===== src/rtl/ifdc_pkg.sv =====
package ifdc_pkg;
  typedef enum logic [2:0] {
    ST_IDLE,
    ST_SETUP,
    ST_SLOT,
    ST_DECIDE,
    ST_NEXT,
    ST_DONE
  } seq_state_t;
endpackage


===== src/rtl/ifdc_slot_timer.sv =====
module ifdc_slot_timer #(
  parameter int SLOT_CYC = 240,
  localparam int CNT_W = $clog2(SLOT_CYC + 1)
) (
  input  logic clk,
  input  logic rst,
  input  logic run_i,
  output logic last_o
);
  logic [CNT_W-1:0] cnt;

  assign last_o = run_i && (cnt == CNT_W'(SLOT_CYC - 1));

  always_ff @(posedge clk) begin
    if (rst || !run_i || last_o) cnt <= '0;
    else                         cnt <= cnt + 1'b1;
  end


  cnt_range_chk: assert property (@(posedge clk) disable iff (rst)
    cnt < CNT_W'(SLOT_CYC));
endmodule


===== src/rtl/ifdc_step_judge.sv =====
module ifdc_step_judge #(
  parameter int CODE_W = 6
) (
  input  logic [CODE_W-1:0] code_i,
  input  logic              sign_i,
  input  logic              prev_i,
  input  logic              first_i,
  output logic              stop_o,
  output logic              sat_o,
  output logic [CODE_W-1:0] next_o
);
  localparam logic [CODE_W-1:0] CMAX = '1;
  logic flip, at_lo, at_hi;

  always_comb begin
    flip   = !first_i && (sign_i != prev_i);
    at_lo  = sign_i && (code_i == '0);
    at_hi  = !sign_i && (code_i == CMAX);
    stop_o = flip || at_lo || at_hi;
    sat_o  = !flip && (at_lo || at_hi);
    next_o = sign_i ? code_i - 1'b1 : code_i + 1'b1;
  end
endmodule


===== src/rtl/ifdc_trim_ram.sv =====
module ifdc_trim_ram #(
  parameter int ADDR_W = 9,
  parameter int DATA_W = 6,
  localparam int DEPTH = 1 << ADDR_W
) (
  input  logic              clk,
  input  logic              we_i,
  input  logic [ADDR_W-1:0] waddr_i,
  input  logic [DATA_W-1:0] wdata_i,
  input  logic [ADDR_W-1:0] raddr_i,
  output logic [DATA_W-1:0] rdata_o
);
  logic [DATA_W-1:0] mem [DEPTH];

  always_ff @(posedge clk) begin
    if (we_i) mem[waddr_i] <= wdata_i;
    rdata_o <= mem[raddr_i];
  end
endmodule


===== src/rtl/ifdc_trim_seq.sv =====
module ifdc_trim_seq #(
  parameter int N_GAIN   = 61,
  parameter int GAIN_W   = 6,
  parameter int CODE_W   = 6,
  parameter int N_STAGE  = 3,
  parameter int SLOT_CYC = 240,
  localparam int STG_W   = 2,
  localparam int ADDR_W  = GAIN_W + 1 + STG_W
) (
  input  logic                      clk,
  input  logic                      rst,
  input  logic                      start_i,
  input  logic                      cmp_i,
  input  logic [ADDR_W-1:0]         rd_addr_i,
  output logic [GAIN_W-1:0]         gain_o,
  output logic                      branch_q_o,
  output logic [N_STAGE-1:0]        stage_en_o,
  output logic [N_STAGE*CODE_W-1:0] dac_code_o,
  output logic                      cmp_en_o,
  output logic                      wr_en_o,
  output logic [ADDR_W-1:0]         wr_addr_o,
  output logic [CODE_W-1:0]         wr_data_o,
  output logic [CODE_W-1:0]         rd_data_o,
  output logic                      sat_o,
  output logic                      busy_o,
  output logic                      done_o
);
  import ifdc_pkg::*;

  localparam logic [CODE_W-1:0] MID = CODE_W'(1 << (CODE_W - 1));

  seq_state_t        state;
  logic [GAIN_W-1:0] gain;
  logic              branch;
  logic [STG_W-1:0]  stage;
  logic [CODE_W-1:0] codes [N_STAGE];
  logic              smp, prev_sign, first;
  logic              slot_last;
  logic              stop_w, sat_w;
  logic [CODE_W-1:0] next_w, act_code;
  logic              go;

  assign act_code = codes[stage];
  assign busy_o   = (state != ST_IDLE) && (state != ST_DONE);
  assign cmp_en_o = (state == ST_SLOT);
  assign gain_o   = gain;
  assign branch_q_o = branch;
  assign go       = start_i && !busy_o;

  genvar k;
  generate
    for (k = 0; k < N_STAGE; k++) begin : g_stage
      assign dac_code_o[k*CODE_W +: CODE_W] = codes[k];
      assign stage_en_o[k] = busy_o && (STG_W'(k) <= stage);
    end
  endgenerate

  ifdc_slot_timer #(.SLOT_CYC(SLOT_CYC)) i_timer (
    .clk    (clk),
    .rst    (rst),
    .run_i  (cmp_en_o),
    .last_o (slot_last)
  );

  ifdc_step_judge #(.CODE_W(CODE_W)) i_judge (
    .code_i  (act_code),
    .sign_i  (smp),
    .prev_i  (prev_sign),
    .first_i (first),
    .stop_o  (stop_w),
    .sat_o   (sat_w),
    .next_o  (next_w)
  );

  ifdc_trim_ram #(.ADDR_W(ADDR_W), .DATA_W(CODE_W)) i_ram (
    .clk     (clk),
    .we_i    (wr_en_o),
    .waddr_i (wr_addr_o),
    .wdata_i (wr_data_o),
    .raddr_i (rd_addr_i),
    .rdata_o (rd_data_o)
  );

  always_ff @(posedge clk) begin
    if (rst) begin
      state     <= ST_IDLE;
      gain      <= '0;
      branch    <= 1'b0;
      stage     <= '0;
      smp       <= 1'b0;
      prev_sign <= 1'b0;
      first     <= 1'b1;
      sat_o     <= 1'b0;
      done_o    <= 1'b0;
      wr_en_o   <= 1'b0;
      wr_addr_o <= '0;
      wr_data_o <= '0;
      for (int i = 0; i < N_STAGE; i++) codes[i] <= MID;
    end else begin
      wr_en_o <= 1'b0;
      case (state)
        ST_IDLE, ST_DONE: begin
          if (go) begin
            gain   <= '0;
            branch <= 1'b0;
            stage  <= '0;
            first  <= 1'b1;
            sat_o  <= 1'b0;
            done_o <= 1'b0;
            for (int i = 0; i < N_STAGE; i++) codes[i] <= MID;
            state  <= ST_SETUP;
          end
        end
        ST_SETUP: state <= ST_SLOT;
        ST_SLOT: begin
          if (slot_last) begin
            smp   <= cmp_i;
            state <= ST_DECIDE;
          end
        end
        ST_DECIDE: begin
          if (stop_w) begin
            wr_en_o   <= 1'b1;
            wr_addr_o <= {gain, branch, stage};
            wr_data_o <= act_code;
            if (sat_w) sat_o <= 1'b1;
            state     <= ST_NEXT;
          end else begin
            codes[stage] <= next_w;
            prev_sign    <= smp;
            first        <= 1'b0;
            state        <= ST_SETUP;
          end
        end
        ST_NEXT: begin
          first <= 1'b1;
          state <= ST_SETUP;
          if (stage == STG_W'(N_STAGE - 1)) begin
            stage <= '0;
            for (int i = 0; i < N_STAGE; i++) codes[i] <= MID;
            if (branch) begin
              branch <= 1'b0;
              if (gain == GAIN_W'(N_GAIN - 1)) begin
                done_o <= 1'b1;
                state  <= ST_DONE;
              end else begin
                gain <= gain + 1'b1;
              end
            end else begin
              branch <= 1'b1;
            end
          end else begin
            stage <= stage + 1'b1;
          end
        end
        default: state <= ST_IDLE;
      endcase
    end
  end


  cmp_gap_chk: assert property (@(posedge clk) disable iff (rst)
    $fell(cmp_en_o) |=> !cmp_en_o);


  dac_hold_chk: assert property (@(posedge clk) disable iff (rst)
    cmp_en_o |=> ($stable(dac_code_o) || !cmp_en_o));


  step_unit_chk: assert property (@(posedge clk) disable iff (rst)
    (state == ST_DECIDE && !stop_w) |=>
      ((act_code == $past(act_code) + CODE_W'(1)) ||
       (act_code == $past(act_code) - CODE_W'(1))));


  done_quiet_chk: assert property (@(posedge clk) disable iff (rst)
    done_o |-> (!cmp_en_o && !wr_en_o && stage_en_o == '0 && !busy_o));


  wr_busy_chk: assert property (@(posedge clk) disable iff (rst)
    wr_en_o |-> (busy_o && !cmp_en_o));


  sat_sticky_chk: assert property (@(posedge clk) disable iff (rst)
    (sat_o && !go) |=> sat_o);
endmodule


===== config.mk =====
export PLATFORM = sky130hd
export DESIGN_NAME = ifdc_trim_seq
export DESIGN_NICKNAME = d
export VERILOG_FILES = /design/src/rtl/ifdc_pkg.sv /design/src/rtl/ifdc_slot_timer.sv /design/src/rtl/ifdc_step_judge.sv /design/src/rtl/ifdc_trim_ram.sv /design/src/rtl/ifdc_trim_seq.sv
export SDC_FILE = /design/constraint.sdc
export NUM_CORES = 2
export LEC_CHECK = 0
export BUFFER_PORTS_ARGS = -buffer_cell sky130_fd_sc_hd__buf_2
export CAP_MARGIN = 20
export CORE_MARGIN = 2
export CORE_UTILIZATION = 35
export CTS_BUF_LIST = sky130_fd_sc_hd__clkbuf_2 sky130_fd_sc_hd__clkbuf_4 sky130_fd_sc_hd__clkbuf_8
export CTS_CLUSTER_DIAMETER = 60
export DETAILED_ROUTE_END_ITERATION = 10
export GPL_TIMING_DRIVEN = 1
export MAX_ROUTING_LAYER = met4
export PLACE_DENSITY = 0.45
export SLEW_MARGIN = 25
export SYNTH_ARGS = -nofsm -noshare
export SYNTH_HDL_FRONTEND = slang
export SYNTH_HIERARCHICAL = 1
export SYNTH_SLANG_ARGS = --single-unit
export TNS_END_PERCENT = 100

===== constraint.sdc =====
create_clock -name clk -period 12.36 [get_ports clk]
set_input_delay 2.472 -clock clk [delete_from_list [all_inputs] [get_ports clk]]
set_output_delay 2.472 -clock clk [all_outputs]
set_load 0.03 [all_outputs]

# Yosys cells after proc, flatten, opt, wreduce, memory -nomap -nowiden
# Memory sizes are Yosys's and may differ from the RTL's. A register that Yosys moved wholly into a read port is not among the register bits.
# Index checks and enable logic that the tools add are counted.
op_classes:
  n_mux: 58
  magnitude_cmp: 3
  n_reduce_logical: 39
  n_bitwise: 8
  addsub: 5
  eq_ne: 20
ops:
  columns: ["op", "n"]
  rows:
  - ["$mux 6", 12]
  - ["$mux 1", 28]
  - ["$mux 3", 6]
  - ["$pmux 3 s5", 1]
  - ["$ne 2x2->1 const B", 7]
  - ["$add 6x1->6 const B", 2]
  - ["$eq 6x6->1 const B", 2]
  - ["$pmux 6 s2", 1]
  - ["$logic_and 1x1->1", 10]
  - ["$mux 2", 5]
  - ["$reduce_and 2->1", 5]
  - ["$reduce_and 5->1", 2]
  - ["$add 8x1->8 const B", 1]
  - ["$eq 8x8->1 const B", 1]
  - ["$eq 3x2->1 const B", 2]
  - ["$eq 3x3->1 const B", 2]
  - ["$logic_not 6->1", 1]
  - ["$or 1x1->1", 6]
  - ["$pmux 1 s2", 3]
  - ["$reduce_and 3->1", 2]
  - ["$reduce_bool 3->1", 2]
  - ["$reduce_or 6->1", 1]
  - ["$sub 6x1->6 const B", 1]
  - ["$logic_not 1->1", 5]
  - ["16 further kinds", 25]
totals:
  regBits: 41
  out_inout_bits: 54
  elab_cells: 148
  input_bits: 13
  memories: 2
  ram_bits: 3090
memory_table:
  columns: ["name", "depth", "width", "rd", "rd_ports_with_merged_regs", "wr", "line_no", "text"]
  rows:
  - ["i_ram.mem", 512, 6, 1, 1, 1, "ifdc_trim_ram.sv:13", "logic [DATA_W-1:0] mem [DEPTH];"]
  - ["codes", 3, 6, 4, 1, 3, "ifdc_trim_seq.sv:36", "logic [CODE_W-1:0] codes [N_STAGE];"]

# Depth between registers and ports, before layout
depth:
  ltp_word: 11
  depth_mapped: 13
  depth_no_buf: 9

# Cells and area by module
# Netlist, hierarchy kept.
modules_own_cells:
  columns: ["module", "n_inst", "seq_area_each_um2", "cells_per_inst", "area_each_um2"]
  rows:
  - ["ifdc_trim_ram", 1, 92368.6, 6231, 122457.4]
  - ["ifdc_trim_seq", 1, 1421.4, 253, 2637.5]
  - ["ifdc_slot_timer", 1, 160.2, 42, 371.6]
  - ["ifdc_step_judge", 1, 0.0, 31, 241.5]

# Least setup slack after synthesis
# OpenSTA, ideal clock, no wires.
synth_path:
  path_type: "flip-flop to output port"
  start: "register wr_data_o[0]"
  end: "output wr_data_o[0]"
  n_path_buf: 0
  arrival_time_ps: 6707
  path_stages_with_launch: 1
  setup_slack_ps: 3181
  required_time_ps: 9888
  path_cell_list: "dfxtp_1"
synth_lines:
  columns: ["element", "line_no", "text"]
  rows:
  - ["start, declared", "ifdc_trim_seq.sv:22", "output logic [CODE_W-1:0] wr_data_o,"]
  - ["start signal, assigned", "ifdc_trim_seq.sv:125", "wr_data_o <= act_code;"]
# No word-level cell between the ends.

==> impl_summary.txt <==
----------------------------------------------------
[Outcome]
  Outcome ... finished, final reports clean

[Drt]
  Antenna Nets Post-Route ... 0
  Via-to-Cell Ratio ... 5.49
  Via count ... 66378
  First-pass DRT Iterations ... 6
  Final wirelength ... between 300000 and 400000 um
  Wire per inst ... a little over 30 um
  Residual DRC ... 0
  Number of design-rule violations left by the first detailed-router iteration ... about 6300

[STA]
  Sum of negative setup slack ... 0 ns
  Worst-case hold slack ... between 0.4 and 0.5 ns
  Worst-Margin Slew ... between 1 and 1.5 ns
  Crit share post-route ... between 50% and 60%
  Unrepaired setup endpoints after global routing ... no
  Total setup violations reported at the end of the flow ... 0
  Fin. max-slew vios ... 0
  Skew final ... 0.0592 ns
  Minimum clock period after layout ... between 6 and 7 ns
  Final hold violations ... 0
  Peak clock frequency supported by timing ... roughly 160 MHz
  Worst max-slew margin expressed relative to the limit ... about 17%

[Synth]
  Synth Cell Area ... about 130000 um^2
  Post-synth EDFFs ... ~3100
  Post-Syn Nets ... between 6000 and 7000
  Netlist cell types ... 99
  Synthesis Warnings ... 6
  Asr flop ratio synth ... 0%
  Number of standard cells after synthesis ... approximately 6600
  Predominant post-synthesis flop cell ... sky130_fd_sc_hd__edfxtp_1
  Share of synthesized area occupied by flip-flops and latches ... between 70% and 80%
  Mean cell area of the mapped netlist ... 19.2 um^2
  Synthesized flop and latch total ... approximately 3100

[Setup path]
  Cell at the slowest stage of the critical path ... sky130_fd_sc_hd__a211oi_1
  Top delay family on crit path ... buffers and inverters
  Chain of cells forming the critical path ... buf_12 > buf_12 > buf_4 > mux2i_1 > o221ai_1 > a21oi_1 > a211oi_1 > nand3b_1 > and4_4 > nor4_2
  Crit-path max cell delay ... a little under 0.8 ns
  Critical path arrival ... ~7.4 ns
  CP max FO ... 89
  Data required, critical path ... around 13 ns
  Sort of element at the start of the critical path ... input pin
  Cell occurring most often along the worst timing path ... sky130_fd_sc_hd__buf_12
  Type of the setup path with the least slack ... in2reg
  Count of buffer and inverter cells on the critical path ... 3
  Critical Path Sink Type ... register

[Layout]
  Area of combinational cells with multiple inputs ... between 20000 and 30000 um^2
  Most used cells in the layout excluding fill and tap cells ... sky130_fd_sc_hd__edfxtp_1 (3096), sky130_fd_sc_hd__nor2_1 (603), sky130_fd_sc_hd__clkbuf_8 (562)
  Most common cell after layout, fill and taps aside ... sky130_fd_sc_hd__edfxtp_1
  Fill cell total of the finished layout ... 32588
  Share of the core filled with cells ... about two fifths
  Post-synthesis to final-layout area growth ... 12.0%
  Share of layout cells above drive strength 1 ... about a fifth
  Register area ... around 94000 um^2
  Final net count ... between 6000 and 7000

[Die]
  I/O pin count ... 67
  Core Region ... around 360000 um^2
  Number of cell rows ... 220
  Initial core utilization ... 35.1%
  Die Ht ... 603 um
  Die ar. ... 364000 um^2
  Chip Width ... 603 um

[Pwr]
  Final Total Pwr ... ~22 mW
  Worst voltage drop across the vdd grid ... ~92 uV
  Cell leakage power ... approximately 45 nW
  Pwr per Cell Area ... about 150 nW/um^2

[Place]
  Number of port buffers ... 66
  Detailed-placement wirelength estimate ... roughly 230000 um
  Gpl congestion ... 0.820

[GRT]
  First-pass GRT wire length ... 524000 um
  GRT Overall Usage ... 20.8%
  Antenna violations before repair ... 26
  Largest net degree at the start of global routing ... approximately 150
  Via count of the first global-routing pass ... 67811
  Sum of overflow across all layers after global routing ... 0

[Clocking]
  Number of buffers created by CTS ... about 540
  # H-tree levels ... 6
  CTS tree ... yes
  Postcts setup bufs ... 0
  Buffers from clock root to sink, at most ... 4
  CTS hold repair buffers ... 0
  Total clock sinks ... 3145
  Clock-pin slew reported for the worst setup and hold paths after clock tree synthesis ... 0.06 ns
  Root Driver ... sky130_fd_sc_hd__clkbuf_8
  Post-cts resize count ... 0
  Clock Latency Late Sink ... 1.15 ns

[Run]
  Max-cap violation count ... 0

[Hold path]
  Worst min path class ... reg2reg

----------------------------------------------------
layout make-up:
type | count | area share, %
diodes | 8 | 0.0142
clock buffers | 727 | 6.37
clock inverters | 227 | 1.01
inverters | 19 | 0.0578
multi-input cells | 2974 | 20.3
flip-flops and latches | 3145 | 66.7
well taps | 4773 | 4.24
repair buffers | 219 | 1.22
kinds of logic (layout without fill, tap and decap cells):
| kind of cell | Yosys count | in the layout | synth area share, % |
|---|---|---|---|
| muxes | 1069 | 1069 | 14.1 |
| DFF | 3145 | 3145 | 74.7 |
| and+or+nand+nor | 1153 | 1153 | 4.16 |
| other | 0 | 8 | 0 |
| adders and majority gates | 8 | 8 | 0.0856 |
| AOI/OAI and AO/OA | 736 | 736 | 4.18 |
| xor gates and xnor gates | 8 | 8 | 0.0557 |
| buffers and inverters | 438 | 1192 | 2.65 |
report_power, final:
group,switching [mW],internal (mW)
Clock,4.27,4.89
Combinational,0.539,0.305
Sequential,0.0160,11.5
Total,4.83,16.7
final timing paths:
path                                     start          endpoint  slack (ns)  cells after the start
worst max register to register    wr_data_o[0]  i_ram/mem[97][0]        7.72                      6
worst max-delay path              rd_addr_i[0]  i_ram/rdata_o[3]        6.02                     10
worst min-delay path            i_timer/cnt[0]    i_timer/cnt[0]        0.46                      1
worst min register to register  i_timer/cnt[0]    i_timer/cnt[0]        0.46                      1
per-stage QoR:
stage               cell area, um^2  setup WS [ns]  instances
finish                       141000           6.02      12092
CTS                          141000           6.15      12082
detailed placement           130000           4.90      11128
global placement             130000           4.79      11128
global route                 141000           5.92      12087
floorplan                    126000           3.18       6557
worst reg2reg max path: stages (launching register included):
cell,delay (ns)
sky130_fd_sc_hd__dfxtp_4,0.77
sky130_fd_sc_hd__buf_4,0.64
sky130_fd_sc_hd__buf_4,0.58
sky130_fd_sc_hd__buf_4,0.41
sky130_fd_sc_hd__buf_16,0.34
sky130_fd_sc_hd__buf_4,0.80
sky130_fd_sc_hd__buf_4,0.76
cell usage after synthesis, drive strengths merged (8+ instances only):
| cell | instances | area share (%) |
|---|---|---|
| edfxtp | 3096 | 74 |
| nor2 | 606 | 1.8 |
| mux2i | 534 | 4.3 |
| mux4 | 524 | 9.8 |
| buf | 242 | 1.9 |
| o221ai | 198 | 1.4 |
| nand2 | 179 | 0.54 |
| clkbuf | 176 | 0.68 |
| o22ai | 145 | 0.76 |
| a21oi | 137 | 0.55 |
| nor3 | 130 | 0.53 |
| o21ai | 76 | 0.30 |
| nand3 | 52 | 0.22 |
| dfxtp | 49 | 0.78 |
| a2111oi | 37 | 0.26 |
| nand4 | 27 | 0.13 |
| nor4 | 24 | 0.14 |
| and3 | 21 | 0.11 |
| nand2b | 20 | 0.10 |
| and2 | 18 | 0.090 |
| inv | 18 | 0.054 |
| a211o | 16 | 0.11 |
| a31oi | 15 | 0.075 |
| a211oi | 14 | 0.088 |
| o31ai | 14 | 0.084 |
| a22oi | 13 | 0.078 |
| o22a | 13 | 0.091 |
| nor2b | 12 | 0.060 |
| mux2 | 11 | 0.099 |
| nor3b | 9 | 0.067 |
| nand3b | 8 | 0.048 |
| or4 | 8 | 0.048 |
metal layers:
metal / GRT usage [%] / up-vias / part of all wire, %
met2: 32.9 / 2189 / 48
met4: 4.62 / 0 / 2.1
met1: 28.6 / 35860 / 45
li1: - / 27829 / -
met3: 2.82 / 500 / 5.3
met5: - / - / 0
state kept, by name, indices dropped and copies added, names as in the netlist, 2 cells and up, named ones only:
name and count:
state 3, wr_data_o 6, i_ram/mem 3072, i_ram/rdata_o 6, wr_addr_o 9, gain_o 6
codes 24, stage 2, i_timer/cnt 8
Power figures use the tool's default switching activity.
